[config.mk]
export PLATFORM = sky130hd
export DESIGN_NAME = sap_port
export DESIGN_NICKNAME = d
export VERILOG_FILES = /design/src/rtl/sap_pkg.sv /design/src/rtl/sap_sync.sv /design/src/rtl/sap_tx.sv /design/src/rtl/sap_rx.sv /design/src/rtl/sap_port.sv
export SDC_FILE = /design/constraint.sdc
export NUM_CORES = 1
export LEC_CHECK = 0
export BUFFER_PORTS_ARGS = -buffer_cell sky130_fd_sc_hd__buf_2
export CORE_MARGIN = 3
export CORE_UTILIZATION = 39
export CTS_BUF_LIST = sky130_fd_sc_hd__clkbuf_8
export CTS_CLUSTER_DIAMETER = 200
export DETAILED_ROUTE_END_ITERATION = 8
export GPL_TIMING_DRIVEN = 0
export PLACE_DENSITY_LB_ADDON = 0.1
export SYNTH_ARGS = -nofsm -noshare
export SYNTH_HDL_FRONTEND = slang
export SYNTH_SLANG_ARGS = --single-unit
[constraint.sdc]
create_clock -name clk -period 8.15 [get_ports clk]
set_input_delay 0.4075 -clock clk [delete_from_list [all_inputs] [get_ports clk]]
set_output_delay 0.4075 -clock clk [all_outputs]
set_load 0.02 [all_outputs]
[src/rtl/sap_pkg.sv]
package sap_pkg;
  typedef enum logic [1:0] {
    FMT_LSB16 = 2'd0,
    FMT_LSB20 = 2'd1,
    FMT_MSBJ  = 2'd2,
    FMT_I2S   = 2'd3
  } fmt_e;
endpackage

[src/rtl/sap_sync.sv]
module sap_sync #(
  parameter int STAGES = 2
) (
  input  logic clk,
  input  logic rst,
  input  logic bclk_in,
  input  logic fclk_in,
  input  logic din_in,
  output logic rise,
  output logic fall,
  output logic fclk_q,
  output logic din_q
);
  localparam int TOP = STAGES - 1;

  logic [STAGES-1:0] s_b, s_f, s_d;
  logic b_d;

  always_ff @(posedge clk) begin
    if (rst) begin
      s_b <= '0; s_f <= '0; s_d <= '0;
      b_d <= 1'b0; rise <= 1'b0; fall <= 1'b0;
      fclk_q <= 1'b0; din_q <= 1'b0;
    end else begin
      s_b    <= {s_b[STAGES-2:0], bclk_in};
      s_f    <= {s_f[STAGES-2:0], fclk_in};
      s_d    <= {s_d[STAGES-2:0], din_in};
      b_d    <= s_b[TOP];
      rise   <= s_b[TOP] & ~b_d;
      fall   <= ~s_b[TOP] & b_d;
      fclk_q <= s_f[TOP];
      din_q  <= s_d[TOP];
    end
  end
endmodule

[src/rtl/sap_tx.sv]
module sap_tx import sap_pkg::*; #(
  parameter int W  = 20,
  parameter int CW = 7
) (
  input  logic         clk,
  input  logic         rst,
  input  fmt_e         fmt,
  input  logic         fall,
  input  logic         fclk,
  input  logic [W-1:0] tx_l,
  input  logic [W-1:0] tx_r,
  output logic         sdout
);
  localparam logic [CW-1:0] CNT_MAX = '1;
  localparam logic [CW-1:0] ONE     = CW'(1);
  localparam logic [CW-1:0] W_C     = CW'(W);

  logic          seen, prev, i2s, bnd, in_win, bit_n;
  logic [CW-1:0] cnt, cnt_n, pos;
  logic [W-1:0]  word, word_n, shifted;

  always_comb begin
    i2s = (fmt == FMT_I2S);
    bnd = seen && (fclk != prev);
    if (bnd) begin
      cnt_n  = '0;
      word_n = (fclk ^ i2s) ? tx_l : tx_r;
    end else begin
      cnt_n  = (cnt == CNT_MAX) ? cnt : cnt + ONE;
      word_n = word;
    end
    pos     = i2s ? cnt_n - ONE : cnt_n;
    in_win  = i2s ? ((cnt_n != '0) && (pos < W_C)) : (pos < W_C);
    shifted = word_n << pos;
    bit_n   = in_win & shifted[W-1];
  end

  always_ff @(posedge clk) begin
    if (rst) begin
      seen <= 1'b0; prev <= 1'b0; cnt <= CNT_MAX;
      word <= '0; sdout <= 1'b0;
    end else if (fall) begin
      seen  <= 1'b1;
      prev  <= fclk;
      cnt   <= cnt_n;
      word  <= word_n;
      sdout <= bit_n;
    end
  end

  // the serial output only moves right after a falling bit-clock edge
  p_sdout_on_fall_r3: assert property (@(posedge clk) disable iff (rst)
    !$stable(sdout) |-> $past(fall));
endmodule

[src/rtl/sap_rx.sv]
module sap_rx import sap_pkg::*; #(
  parameter int W  = 20,
  parameter int SW = 16,
  parameter int CW = 7
) (
  input  logic         clk,
  input  logic         rst,
  input  fmt_e         fmt,
  input  logic         rise,
  input  logic         fclk,
  input  logic         din,
  output logic [W-1:0] rx_l,
  output logic [W-1:0] rx_r,
  output logic         rx_valid
);
  localparam logic [CW-1:0] CNT_MAX = '1;
  localparam logic [CW-1:0] ONE     = CW'(1);
  localparam logic [CW-1:0] W_C     = CW'(W);

  logic          seen, prev, locked, have_l, i2s, bnd, prev_left, in_win;
  logic [CW-1:0] cnt, cnt_n, pos;
  logic [W-1:0]  shreg, acc, acc_base, acc_n, done_w, stage_l;

  always_comb begin
    i2s       = (fmt == FMT_I2S);
    bnd       = seen && (fclk != prev);
    prev_left = (prev != i2s);
    unique case (fmt)
      FMT_LSB16: done_w = {shreg[SW-1:0], {(W-SW){1'b0}}};
      FMT_LSB20: done_w = shreg;
      default:   done_w = acc;
    endcase
    cnt_n    = bnd ? '0 : ((cnt == CNT_MAX) ? cnt : cnt + ONE);
    acc_base = bnd ? '0 : acc;
    pos      = i2s ? cnt_n - ONE : cnt_n;
    in_win   = i2s ? ((cnt_n != '0) && (pos < W_C)) : (pos < W_C);
    acc_n    = in_win ? (acc_base | ({din, {(W-1){1'b0}}} >> pos)) : acc_base;
  end

  always_ff @(posedge clk) begin
    if (rst) begin
      seen <= 1'b0; prev <= 1'b0; locked <= 1'b0; have_l <= 1'b0;
      cnt <= CNT_MAX; shreg <= '0; acc <= '0; stage_l <= '0;
      rx_l <= '0; rx_r <= '0; rx_valid <= 1'b0;
    end else begin
      rx_valid <= 1'b0;
      if (rise) begin
        seen  <= 1'b1;
        prev  <= fclk;
        cnt   <= cnt_n;
        shreg <= {shreg[W-2:0], din};
        acc   <= acc_n;
        if (bnd) begin
          locked <= 1'b1;
          if (locked) begin
            if (prev_left) begin
              stage_l <= done_w;
              have_l  <= 1'b1;
            end else if (have_l) begin
              rx_l     <= stage_l;
              rx_r     <= done_w;
              rx_valid <= 1'b1;
              have_l   <= 1'b0;
            end
          end
        end
      end
    end
  end

  // strobe lasts one cycle
  p_valid_pulse_r11: assert property (@(posedge clk) disable iff (rst)
    rx_valid |=> !rx_valid);
  // received words only change together with the strobe
  p_words_hold_r11: assert property (@(posedge clk) disable iff (rst)
    !rx_valid |-> ($stable(rx_l) && $stable(rx_r)));
  // short format leaves the low bits clear
  p_short_zero_r7: assert property (@(posedge clk) disable iff (rst)
    (rx_valid && fmt == FMT_LSB16) |-> (rx_l[W-SW-1:0] == '0 && rx_r[W-SW-1:0] == '0));
endmodule

[src/rtl/sap_port.sv]
module sap_port import sap_pkg::*; #(
  parameter int WORD_W        = 20,
  parameter int SHORT_W       = 16,
  parameter int MAX_HALF_BITS = 64,
  parameter int SYNC_STAGES   = 2
) (
  input  logic              clk,
  input  logic              rst,
  input  logic [1:0]        fmt,
  input  logic              bclk,
  input  logic              fclk,
  input  logic              sdin,
  output logic              sdout,
  input  logic [WORD_W-1:0] tx_left,
  input  logic [WORD_W-1:0] tx_right,
  output logic [WORD_W-1:0] rx_left,
  output logic [WORD_W-1:0] rx_right,
  output logic              rx_valid
);
  localparam int CW = $clog2(MAX_HALF_BITS + 2);

  fmt_e mode;
  logic rise, fall, fclk_q, din_q;

  assign mode = fmt_e'(fmt);

  sap_sync #(.STAGES(SYNC_STAGES)) u_sync (
    .clk(clk), .rst(rst), .bclk_in(bclk), .fclk_in(fclk), .din_in(sdin),
    .rise(rise), .fall(fall), .fclk_q(fclk_q), .din_q(din_q)
  );

  sap_tx #(.W(WORD_W), .CW(CW)) u_tx (
    .clk(clk), .rst(rst), .fmt(mode), .fall(fall), .fclk(fclk_q),
    .tx_l(tx_left), .tx_r(tx_right), .sdout(sdout)
  );

  sap_rx #(.W(WORD_W), .SW(SHORT_W), .CW(CW)) u_rx (
    .clk(clk), .rst(rst), .fmt(mode), .rise(rise), .fclk(fclk_q), .din(din_q),
    .rx_l(rx_left), .rx_r(rx_right), .rx_valid(rx_valid)
  );
endmodule

=== Yosys cells after proc, flatten, opt, wreduce, memory -nomap -nowiden ===
Index checks and enable logic that the tools add are counted.

* Flip-flop bits (word level): 153
* Input port bits: 47
* Output and inout port bits: 42
* Word-level logic and storage cells: 77

* Add/subtract/negate cells: 4
* $lt $le $gt $ge: 2
* Equal/unequal tests: 7
* Shifts and indexed selects: 2
* Muxes and demuxes: 15
* Bitwise operators: 11
* Reductions and logical operators: 12

{| class="wikitable"
|+ Operators with widths
! cell !! count
|-
| 20-bit two-way mux || 4
|-
| 7-bit two-way mux || 6
|-
| 20-bit case mux with 2 select lines || 1
|-
| 20-bit bitwise OR || 1
|-
| 20-bit by 7-bit left shift with 20-bit output || 1
|-
| 20-bit by 7-bit right shift with 20-bit output || 1
|-
| 7-bit by 1-bit adder with 7-bit output (second input constant) || 2
|-
| 7-bit equality test (second input constant) || 2
|-
| 7-bit by 5-bit less-than comparator with 1-bit output (second input constant) || 2
|-
| 7-bit nonzero test || 2
|-
| 7-bit by 1-bit subtractor with 7-bit output (second input constant) || 2
|-
| 1-bit inverter || 6
|-
| 5-bit AND reduction || 1
|-
| 5-bit OR reduction || 1
|-
| 1-bit logical AND || 4
|-
| 1-bit two-way mux || 4
|-
| 4-bit AND reduction || 1
|-
| 1-bit bitwise AND || 3
|-
| 1-bit != test || 3
|-
| 3-bit AND reduction || 1
|-
| 2-bit by 1-bit equality test with 1-bit output (second input constant) || 1
|-
| 2-bit equality test (second input constant) || 1
|-
| 2-bit zero test || 1
|-
| 2-bit AND reduction || 1
|-
| 1-bit bitwise XOR || 1
|}

=== Longest topological paths before layout ===
Gate-level depths: netlist of the first run.

* Depth in word-level cells: 9
* Depth in mapped cells: 14
* Gate-level depth less buffers: 14

=== Hierarchy ===
Synthesis of the first run repeated with hierarchy kept, for this count alone.

* Cell total of the unflattened synthesis: 882
* Area, all modules: 7343.3 µm²

{| class="wikitable"
|+ By module, submodules not included
! module !! times used !! cells an instance !! area an instance (µm²)
|-
| sap_rx || 1 || 598 || 4882.2
|-
| sap_tx || 1 || 261 || 2148.3
|-
| sap_sync || 1 || 23 || 312.8
|}

=== Worst setup path before layout of the first run ===
OpenSTA, ideal clock, no wires.

* Path type: register -> register
* Start: register u_tx.cnt[0]
* End: register u_tx.sdout
* Arrival: 2.743 ns
* Setup slack: 5.349 ns
* Stages on the path, launching flop included: 11
* Buffers on the path: 1
* Clock period less this slack: 2.801 ns
* Cell sequence: dfxtp_1 ha_1 and2_1 clkbuf_1 a32oi_1 nand2_1 ha_1 mux2i_1 mux4_2 o41ai_2 o211a_1

* Cells in the longest elaborated chain, start to end: 9
* Elaborated cells on any way between the ends: 12
* Those cells by class: add/sub (2); order compare (1); eq/ne (1); shift (1); mux (4); bitwise (1); reduce/logical (2)

{| class="wikitable"
|+ Ends and longest elaborated chain
! item !! line !! text
|-
| from (decl) || sap_tx.sv:19 || <nowiki>logic [CW-1:0] cnt, cnt_n, pos;</nowiki>
|-
| from (signal assigned) || sap_tx.sv:45 || <nowiki>cnt <= cnt_n;</nowiki>
|-
| 7-bit by 1-bit adder with 7-bit output / 7-bit equality test (equally long branches) || sap_tx.sv:29 || <nowiki>cnt_n = (cnt == CNT_MAX) ? cnt : cnt + ONE;</nowiki>
|-
| 7-bit two-way mux (*) || sap_tx.sv:29 ||
|-
| 7-bit two-way mux (*) || sap_tx.sv:25 || <nowiki>if (bnd) begin</nowiki>
|-
| 7-bit by 1-bit subtractor with 7-bit output || sap_tx.sv:32 || <nowiki>pos = i2s ? cnt_n - ONE : cnt_n;</nowiki>
|-
| 7-bit two-way mux || sap_tx.sv:32 ||
|-
| 7-bit by 5-bit less-than comparator with 1-bit output || sap_tx.sv:33 || <nowiki>in_win = i2s ? ((cnt_n != '0) && (pos < W_C)) : (pos < W_C);</nowiki>
|-
| 1-bit logical AND || sap_tx.sv:33 ||
|-
| 1-bit two-way mux || sap_tx.sv:33 ||
|-
| 1-bit bitwise AND (*) || sap_tx.sv:35 || <nowiki>bit_n = in_win & shifted[W-1];</nowiki>
|-
| to (signal assigned) || sap_tx.sv:47 || <nowiki>sdout <= bit_n;</nowiki>
|-
| to (decl) || sap_tx.sv:12 || <nowiki>output logic sdout</nowiki>
|}

Every way passes the cells marked *; elsewhere a longest branch is shown, timed or not.
A chain may end at the register's enable or synchronous reset.

=== Worst setup path in the final report of the first run ===
Same ends and word-level chain as after synthesis.

==> impl_metrics.toml, run 1 <==
[worst_setup_path]
r2r_slack_ns = 4.79
cp-end-kind = "flip-flop"
cp.required_ns = 8.54
worstPathArrival_ns = 3.75
cpLargestDelayFamily = "multiplexers"
startpoint_type = "flip-flop"
cp_num_buf_inv = 1
worstSetupPathType = "reg2reg"
worstPathMaxFanout = 7
slowest_delay_ns = 0.64
cpMaxStageDelayCell = "mux4_2"
cp_cell_sequence = "ha_1 > and2_1 > clkbuf_1 > a32oi_1 > nand2_1 > ha_1 > mux2i_1 > mux4_2 > o41ai_2 > o211a_1"
crit_top_cell = "ha_1"

[timing]
relSlewSlack_pct = 41.5
finalSetupViolations = 0
finalMaxSlewViolations = 0
fin_crit_ns = 3.36
setup_ws_ns = 4.79
clock.fmax_mhz = 297
finalCritPeriodShare_pct = 41.3
hold_viol = 0
max_slew.worst_pin.slew_ns = 0.878
worst_clock_skew_ns = 0.0113
tns_ns = 0
rsz0062_at_grt = "false"

[floorplanning]
io_pins = 89
die_w_um = 141
initial_core_util_pct = 40.4
core_sq_mm = 0.0176
die_area_sq_mm = 0.0199
placementRows = 48
die_h_um = 141

[placement]
place_inst = 1198
portBuffers = 87
place.gp.congestion = 0.863
dp_hpwl_mm = 14.6
placed_area_sq_mm = 0.00783
dpl_worst_slack_ns = 4.84

[routing]
drtIter0Drc = 531
antenna_left = 0
wl_mm = 19.4
drt_pre_antenna_iters = 5
wl_per_cell_um = 15.8
drcViolationCount = 0
vias_per_cell = 5.20
vias = 6402

[final_layout]
multi_input_area_sq_mm = 0.00378
area_delta_synth_final_pct = 16.4
nets = 1044
fillers = 1800
antenna_cells = 0
ff_latch_area_sq_mm = 0.00306
fin_area_sq_mm = 0.00829
final_cells = 1230
drive_gt1_share_pct = 14.1

[yosys]
synthSimpleGateAreaFrac_pct = 21.3
synth_ff_type = "dfxtp_1"
synthArstFlopShare_pct = 0
synth_top_family_by_area = "simple AND/OR/NAND/NOR gates"
synthAdderAreaFrac_pct = 0.879
synth_nets = 938
post_synth_mux_area_share_pct = 11.8
yosysSeqAreaShare_pct = 43.0
synth.distinct_cells = 58
synth-compound-area-share_pct = 17.2
syn_inst = 886
ys_ff_latch = 153
syn_avg_cell_area_sq_um = 8.03
synth_xor_area_share_pct = 2.09
mappedNetlistArea_sq_mm = 0.00712
yosys_warnings = 0
synth_edf_count = 0

[grt]
use_met3_pct = 3.97
grt-ovfl-total = 0
grt_pass1_vias = 5869
grt_pass1_wl_mm = 31.2
grt_max_degree = 17
grt.met2_usage_pct = 28.6
antenna_found_initial = 0
grtUsageMet1_pct = 29.9
busiest_layer = "met1"
track_usage_pct = 19.6

[clock_network]
cts_made_buffers = 17
path_clk_slew_ns = 0.08
hold_buffers = 0
clk_latency_ns = 0.44
htree_levels = 4
cts_tree = "yes"
cts_root_buf = "clkbuf_8"
post_cts_resize_count = 0
postCtsSetupRepairBufs = 0
clockBufferDepth = 2
cts.sinks = 153

[power_and_ir_drop]
power.density_mw_per_mm2 = 179
leakage_nw = 3.28
vdd_drop_max_mv = 0.115

[worst_hold_path]
hold_class = "in2reg"

[run_status]
status = "complete, no violations"

[job]
maxCapViolations = 0
-- worst reg2reg max path, delay by kind of cell (launching register included) --
family                     cells  cell delay (ns)
and+or+nand+nor                2             0.29
buffers and inverters          1             0.17
adders and majority gates      2             0.59
muxes                          2             1.16
AOI/OAI and AO/OA              3             0.73
DFF                            1             0.38
-- power by group --
part           total [W]  leakage [nW]  switching (W)  internal, W
logic          0.0000728          1.81      0.0000464    0.0000264
registers       0.000750          1.23    0.000000847     0.000749
clock network   0.000657         0.237       0.000287     0.000370
total            0.00148          3.28       0.000334      0.00115
-- metrics by stage --
| step | total power [W] | hold WS [ns] | utilization (%) |
|---|---|---|---|
| after global placement | 0.000841 | 0.395 | 44.5 |
| after global routing | 0.00153 | 0.158 | 47.1 |
| final | 0.00148 | 0.178 | 47.1 |
| after floorplan | 0.000812 | 0.383 | - |
| after CTS | 0.00150 | 0.145 | 47.1 |
| after detailed placement | 0.000841 | 0.398 | 44.5 |
-- final timing paths --
| path | startpoint | end | cells after the start |
|---|---|---|---|
| worst max-delay path | u_tx.cnt[0]$_SDFFE_PP1P_ | u_tx.sdout$_SDFFE_PP0P_ | 10 |
| worst min-delay path | sdin | u_sync.s_d[0]$_SDFF_PP0_ | 2 |
| worst max register to register | u_tx.cnt[0]$_SDFFE_PP1P_ | u_tx.sdout$_SDFFE_PP0P_ | 10 |
| worst min register to register | u_sync.b_d$_SDFF_PP0_ | u_sync.rise$_SDFF_PP0_ | 1 |
-- cell families after synthesis --
kind of cell             after synthesis
AO/OA/AOI/OAI                        209
XOR/XNOR                              14
adder cells (fa/ha/maj)                5
buffers and inverters                 65
flip-flops                           153
multiplexers                          81
AND/OR/NAND/NOR                      359
-- state kept, by name, indices dropped and copies added (netlist names), 2 cells and up --
name          cells
u_rx.cnt          7
u_rx.acc         20
u_sync.s_b        2
u_sync.s_d        2
u_rx.rx_l        20
u_rx.rx_r        20
u_rx.shreg       20
u_sync.s_f        2
u_tx.word        20
u_tx.cnt          7
u_rx.stage_l     20
-- cell usage after synthesis, drive strengths merged, types with 4 or more instances --
cell / count / area (sq um)
buf: 13 / 73.8
o21ai: 60 / 300
a21oi: 93 / 465
ha: 5 / 62.6
xnor2: 9 / 97.6
nand2: 128 / 483
nor2b: 11 / 68.8
nor2: 168 / 636
nand4: 5 / 37.5
nand3: 18 / 90.1
a21o: 4 / 30.0
inv: 6 / 22.5
dfxtp: 153 / 3060
a211o: 4 / 35.0
and2: 7 / 43.8
mux2i: 77 / 771
clkbuf: 46 / 173
and3: 5 / 31.3
xor2: 5 / 51.3
o31ai: 5 / 37.5
a211oi: 15 / 118
a31oi: 7 / 43.8
-- area by class of cell --
class | count | area share [%]
flip-flops and latches | 153 | 37.0
plain buffers | 59 | 2.97
clock buffers | 18 | 2.99
clock inverters | 14 | 2.48
multi-input cells | 668 | 45.7
inverters | 6 | 0.272
repair buffers | 87 | 5.26
well taps | 225 | 3.40
-- per-layer routing --
metal | share of wire [%] | routed length (um)
met3 | 5.1 | 993
met4 | 1.0 | 201
met2 | 42 | 8230
met5 | 0 | 0
met1 | 51 | 9980
-- cell usage in the layout, fill, tap and decap left out, types with 7 or more instances in the layout --
cell / count
nor2b_1: 11
clkbuf_1: 46
o21ai_1: 21
nand3_1: 18
nor2_1: 166
inv_1: 9
and2_1: 7
clkbuf_8: 18
o21ai_0: 39
buf_2: 92
dfxtp_1: 153
a21oi_1: 93
nand2_1: 127
mux2i_1: 77
xnor2_1: 8
a211oi_1: 14
a31oi_1: 7
No activity file was read; power rests on OpenSTA's default activity.
==> run 2, diff against run 1 <==
==> constraint.sdc (replaced) <==
create_clock -name clk -period 3.05 [get_ports clk]
set_input_delay 0.1525 -clock clk [delete_from_list [all_inputs] [get_ports clk]]
set_output_delay 0.1525 -clock clk [all_outputs]
set_load 0.02 [all_outputs]
==> run 2 against run 1 <==
Against the previous run:
- clock-buffer cell count stayed put
- via count is 1.4% higher
- cell count is 1.2% higher
- highest routed layer unchanged
- critical path type unchanged
- largest power group unchanged
- critical path depth is 2 higher
- core utilization is 1.6 points higher
==> impl_metrics.toml, run 2 (synthesis results as in run 1) <==
[power_and_ir_drop]
power.internal_w = 0.00307
leakage_nw = 3.38
combPwrFrac_pct = 5.2
power.density_mw_per_mm2 = 463
vdd_drop_max_mv = 0.308
switching_share_pct = 22.6
switchingPower_w = 0.000895
clock_power_share_pct = 44.3
sequentialPowerShare_pct = 50.5

[timing]
max_slew.worst_pin.slew_ns = 0.884
finalSetupViolations = 0
finalMaxSlewViolations = 0
clock.fmax_mhz = 345
hold_viol = 0
worst_clock_skew_ns = 0.0103
finalCritPeriodShare_pct = 95.1
relSlewSlack_pct = 41.1
fin_crit_ns = 2.90

[final_layout]
drive_gt1_share_pct = 16.9
nets = 1059
fin_area_sq_mm = 0.00856
antenna_cells = 0
mostFrequentLayoutCell = "nor2_1"
area_delta_synth_final_pct = 20.3
fillers = 1776
finish.utilization_pct = 48.6
final_cell_mix = "nor2_1 (165), dfxtp_1 (148), nand2_1 (124)"

[clock_network]
clk_latency_ns = 0.44
cts.sinks = 153
cts_root_buf = "clkbuf_8"
cts_made_buffers = 17
cts_tree = "yes"
htree_levels = 4
path_clk_slew_ns = 0.08
clockBufferDepth = 2

[grt]
grt_pass1_wl_mm = 31.6
grt_max_degree = 17
grt-ovfl-total = 0
track_usage_pct = 19.8
antenna_found_initial = 0
grt_pass1_vias = 5969

[floorplanning]
die_area_sq_mm = 0.0199
die_h_um = 141
initial_core_util_pct = 40.4
io_pins = 89
die_w_um = 141
placementRows = 48
core_sq_mm = 0.0176

[placement]
place.gp.congestion = 0.863
placed_area_sq_mm = 0.00783
portBuffers = 87
dp_hpwl_mm = 14.6

[worst_setup_path]
cpMaxStageDelayCell = "mux4_2"
cp-end-kind = "flip-flop"
r2r_slack_ns = 0.15
startpoint_type = "flip-flop"
worstPathArrival_ns = 3.29
slowest_delay_ns = 0.53
cp.required_ns = 3.44
cp_cell_sequence = "ha_2 > and2_2 > nand3_1 > a21o_4 > ha_1 > nand2_2 > xnor2_4 > buf_12 > mux2i_1 > mux4_2 > o41ai_2 > o211a_1"
worstSetupPathType = "reg2reg"
worstPathMaxFanout = 6

[run_status]
status = "complete, no violations"

[routing]
vias = 6493
drt_pre_antenna_iters = 5
wl_per_cell_um = 15.7
antenna_left = 0
drtIter0Drc = 548
wl_mm = 19.6
vias_per_cell = 5.22
drcViolationCount = 0

[worst_hold_path]
hold_class = "in2reg"

[job]
maxCapViolations = 0
-- run 2: changes by cell type in the layout (fill, tap and decap cells not counted), sizes merged --
cell         change
buf              +9
dlygate4sd3      +7
clkbuf           -1
-- run 2: cell type report --
type / count / area, sq um / share of cell area (%)
repair buffers: 104 / 593 / 6.93
flip-flops and latches: 153 / 3070 / 35.9
plain buffers: 57 / 241 / 2.82
multi-input cells: 668 / 3890 / 45.5
inverters: 6 / 22.5 / 0.263
clock inverters: 14 / 205 / 2.40
well taps: 225 / 282 / 3.29
clock buffers: 18 / 248 / 2.89
-- run 2: per-layer routing --
metal | part of all wire [%] | up-vias | global-route usage [%] | routed length [um]
li1 | - | 3287 | - | -
met1 | 52 | 3049 | 29.9 | 10200
met2 | 43 | 145 | 29.2 | 8350
met3 | 4.5 | 12 | 4.14 | 877
met4 | 0.81 | 0 | 4.08 | 159
met5 | 0 | - | 0 | 0
-- run 2: through the flow --
step           hold WS, ns  total power, W  cells  TNS, ns  setup WS [ns]
5_1_grt             0.0458         0.00411   1245  -0.0128        -0.0128
3_3_place_gp         0.363         0.00225   1198   -0.295         -0.233
6_report            0.0701         0.00396   1245        0          0.148
4_1_cts             0.0302         0.00401   1238        0       0.000408
3_5_place_dp         0.371         0.00225   1198   -0.358         -0.263
2_1_floorplan        0.281         0.00217    886        0          0.249
-- run 2: path summary, 6_finish.rpt --
kind / start / endpoint / depth (start not counted)
worst min-delay path: tx_left[18] / u_tx.word[18]$_SDFFE_PP0P_ / 3
worst max register to register: u_tx.cnt[1]$_SDFFE_PP1P_ / u_tx.sdout$_SDFFE_PP0P_ / 12
worst min register to register: u_sync.b_d$_SDFF_PP0_ / u_sync.rise$_SDFF_PP0_ / 1
worst max-delay path: u_tx.cnt[1]$_SDFFE_PP1P_ / u_tx.sdout$_SDFFE_PP0P_ / 12
-- run 2: critical path, delay by kind of cell (launching register included) --
kind,cells,cell delay (ns)
mux,2,0.61
xor+xnor,1,0.14
flops,1,0.41
compound gates,3,0.62
fa+ha+maj,2,0.46
buf+inv,1,0.14
simple gates,3,0.47
-- run 2: power by group through the flow --
stage,sequential (W),combinational [W],clock (W)
2_1_floorplan,0.00205,0.000120,0
3_3_place_gp,0.00205,0.000196,0
3_5_place_dp,0.00205,0.000196,0
4_1_cts,0.00200,0.000205,0.00180
5_1_grt,0.00200,0.000225,0.00188
6_report,0.00200,0.000205,0.00176
-- run 2: timing repair --
item,CTS,global route
endpoints found under the setup margin,13,21
resized for setup,10,21
pin swaps,2,7
hold buffers,7,0
hold endpoints to repair,5,0
setup buffers,2,8
==> run 3, diff against run 2 <==
==> constraint.sdc (replaced) <==
create_clock -name clk -period 3.05 [get_ports clk]
set_input_delay 0.7625 -clock clk [delete_from_list [all_inputs] [get_ports clk]]
set_output_delay 0.7625 -clock clk [all_outputs]
set_load 0.02 [all_outputs]
==> run 3 against run 2 <==
Against the previous run:
- via count decreased by 1.1%
- hold slack improved by 0.33 ns
- sequential power about the same
- sequential share of layout area increased by 0.30 points
- highest routed layer unchanged
- register-to-register slack about the same
- critical endpoint unchanged
- global-route usage decreased by 0.12 points
- first-iteration DRC count increased by 1.6%
- non-clock buffer count decreased by 7
- combinational power decreased by 3%
- maximum frequency about the same
- cell count decreased by 0.56%
==> impl_metrics.toml, run 3 (synthesis results as in run 1) <==
[final_layout]
multi_input_area_sq_mm = 0.00389
drive_gt1_share_pct = 17.0
fin_area_sq_mm = 0.00849
antenna_cells = 0
mostFrequentLayoutCell = "nor2_1"
area_delta_synth_final_pct = 19.3
nets = 1052
fillers = 1784
final_cell_mix = "nor2_1 (165), dfxtp_1 (148), nand2_1 (124)"
ff_latch_area_sq_mm = 0.00307

[clock_network]
htree_levels = 4
cts_root_buf = "clkbuf_8"
clockBufferDepth = 2
cts_tree = "yes"
clk_latency_ns = 0.45
path_clk_slew_ns = 0.08
cts_made_buffers = 17
cts.sinks = 153

[floorplanning]
die_h_um = 141
io_pins = 89
core_sq_mm = 0.0176
initial_core_util_pct = 40.4
die_area_sq_mm = 0.0199
placementRows = 48
die_w_um = 141

[timing]
max_slew.worst_pin.slew_ns = 0.873
clock.fmax_mhz = 345
worst_clock_skew_ns = 0.0107
hold_viol = 0
finalSetupViolations = 0
fin_crit_ns = 2.90
relSlewSlack_pct = 41.8
finalMaxSlewViolations = 0
finalCritPeriodShare_pct = 95.1

[grt]
antenna_found_initial = 0
grt_max_degree = 17
grt_pass1_vias = 5921
track_usage_pct = 19.7
grt-ovfl-total = 0
grt_pass1_wl_mm = 31.4

[placement]
dp_hpwl_mm = 14.6
place.gp.congestion = 0.863
portBuffers = 87
placed_area_sq_mm = 0.00783

[worst_setup_path]
cp.required_ns = 3.45
worstPathMaxFanout = 6
worstPathArrival_ns = 3.29
startpoint_type = "flip-flop"
cp_cell_sequence = "ha_2 > and2_2 > nand3_1 > a21o_4 > ha_1 > nand2_2 > xnor2_4 > buf_12 > mux2i_1 > mux4_2 > o41ai_2 > o211a_1"
cpMaxStageDelayCell = "mux4_2"
worstSetupPathType = "reg2reg"
cp-end-kind = "flip-flop"
slowest_delay_ns = 0.53

[power_and_ir_drop]
vdd_drop_max_mv = 0.308
p_total_w = 0.00396
leakage_nw = 3.36
power.density_mw_per_mm2 = 466

[routing]
drcViolationCount = 0
wl_per_cell_um = 15.8
antenna_left = 0
vias_per_cell = 5.19
drtIter0Drc = 557
wl_mm = 19.5
vias = 6420
drt_pre_antenna_iters = 5

[worst_hold_path]
hold_class = "reg2reg"

[run_status]
status = "complete, no violations"

[job]
maxCapViolations = 0
-- run 3: cell types whose count changed in the layout (fill, tap and decap cells not counted) --
cell / before / now
dlygate4sd3_1: 7 / 0
-- run 3: layout make-up --
class | count | share of cell area (%)
clock inverter | 14 | 2.42
timing repair buffer | 97 | 6.16
inverter | 6 | 0.265
clock buffer | 18 | 2.92
multi-input combinational | 668 | 45.9
tap | 225 | 3.32
sequential | 153 | 36.2
buffer | 57 | 2.84
-- run 3: what timing repair did --
action,in CTS,in global routing
resized for setup,10,21
pin swaps,2,7
hold buffers,0,0
setup endpoints to repair,13,21
buffers inserted,2,8
-- run 3: report_power, final --
part | internal [W] | switching (W) | total [W]
registers | 0.00200 | 0.00000236 | 0.00200
logic | 0.0000726 | 0.000125 | 0.000198
clock network | 0.000989 | 0.000770 | 0.00176
total | 0.00306 | 0.000898 | 0.00396
-- run 3: worst paths after layout --
| kind | from | to | slack, ns | cells past startpoint |
|---|---|---|---|---|
| min | u_sync.b_d$_SDFF_PP0_ | u_sync.rise$_SDFF_PP0_ | 0.40 | 1 |
| max reg2reg | u_tx.cnt[1]$_SDFFE_PP1P_ | u_tx.sdout$_SDFFE_PP0P_ | 0.15 | 12 |
| max | u_tx.cnt[1]$_SDFFE_PP1P_ | u_tx.sdout$_SDFFE_PP0P_ | 0.15 | 12 |
| min reg2reg | u_sync.b_d$_SDFF_PP0_ | u_sync.rise$_SDFF_PP0_ | 0.40 | 1 |
-- run 3: per-stage QoR --
step | util, % | worst slack, ns | TNS [ns] | hold WS, ns | cells
6_report | 48.2 | 0.151 | 0 | 0.399 | 1238
5_1_grt | 48.2 | -0.0128 | -0.0128 | 0.426 | 1238
4_1_cts | 47.5 | 0.000408 | 0 | 0.404 | 1231
3_5_place_dp | 44.5 | -0.283 | -0.378 | 0.398 | 1198
3_3_place_gp | 44.5 | -0.280 | -0.342 | 0.395 | 1198
2_1_floorplan | - | 0.249 | 0 | 0.383 | 886
-- run 3: per-layer routing --
metal	share of wire, %	track usage (%)	up-vias
met5	0	0	-
met4	0.69	4.08	0
met3	4.3	4.14	10
met2	43	28.8	130
met1	52	29.9	3012
li1	-	-	3268
-- run 3: critical path: cells and delay by family, from the launching register on --
| kind | cells | cell delay [ns] |
|---|---|---|
| AOI/OAI and AO/OA | 3 | 0.62 |
| muxes | 2 | 0.61 |
| and+or+nand+nor | 3 | 0.47 |
| adders and majority gates | 2 | 0.46 |
| DFF | 1 | 0.41 |
| xor gates and xnor gates | 1 | 0.14 |
| buffers and inverters | 1 | 0.14 |
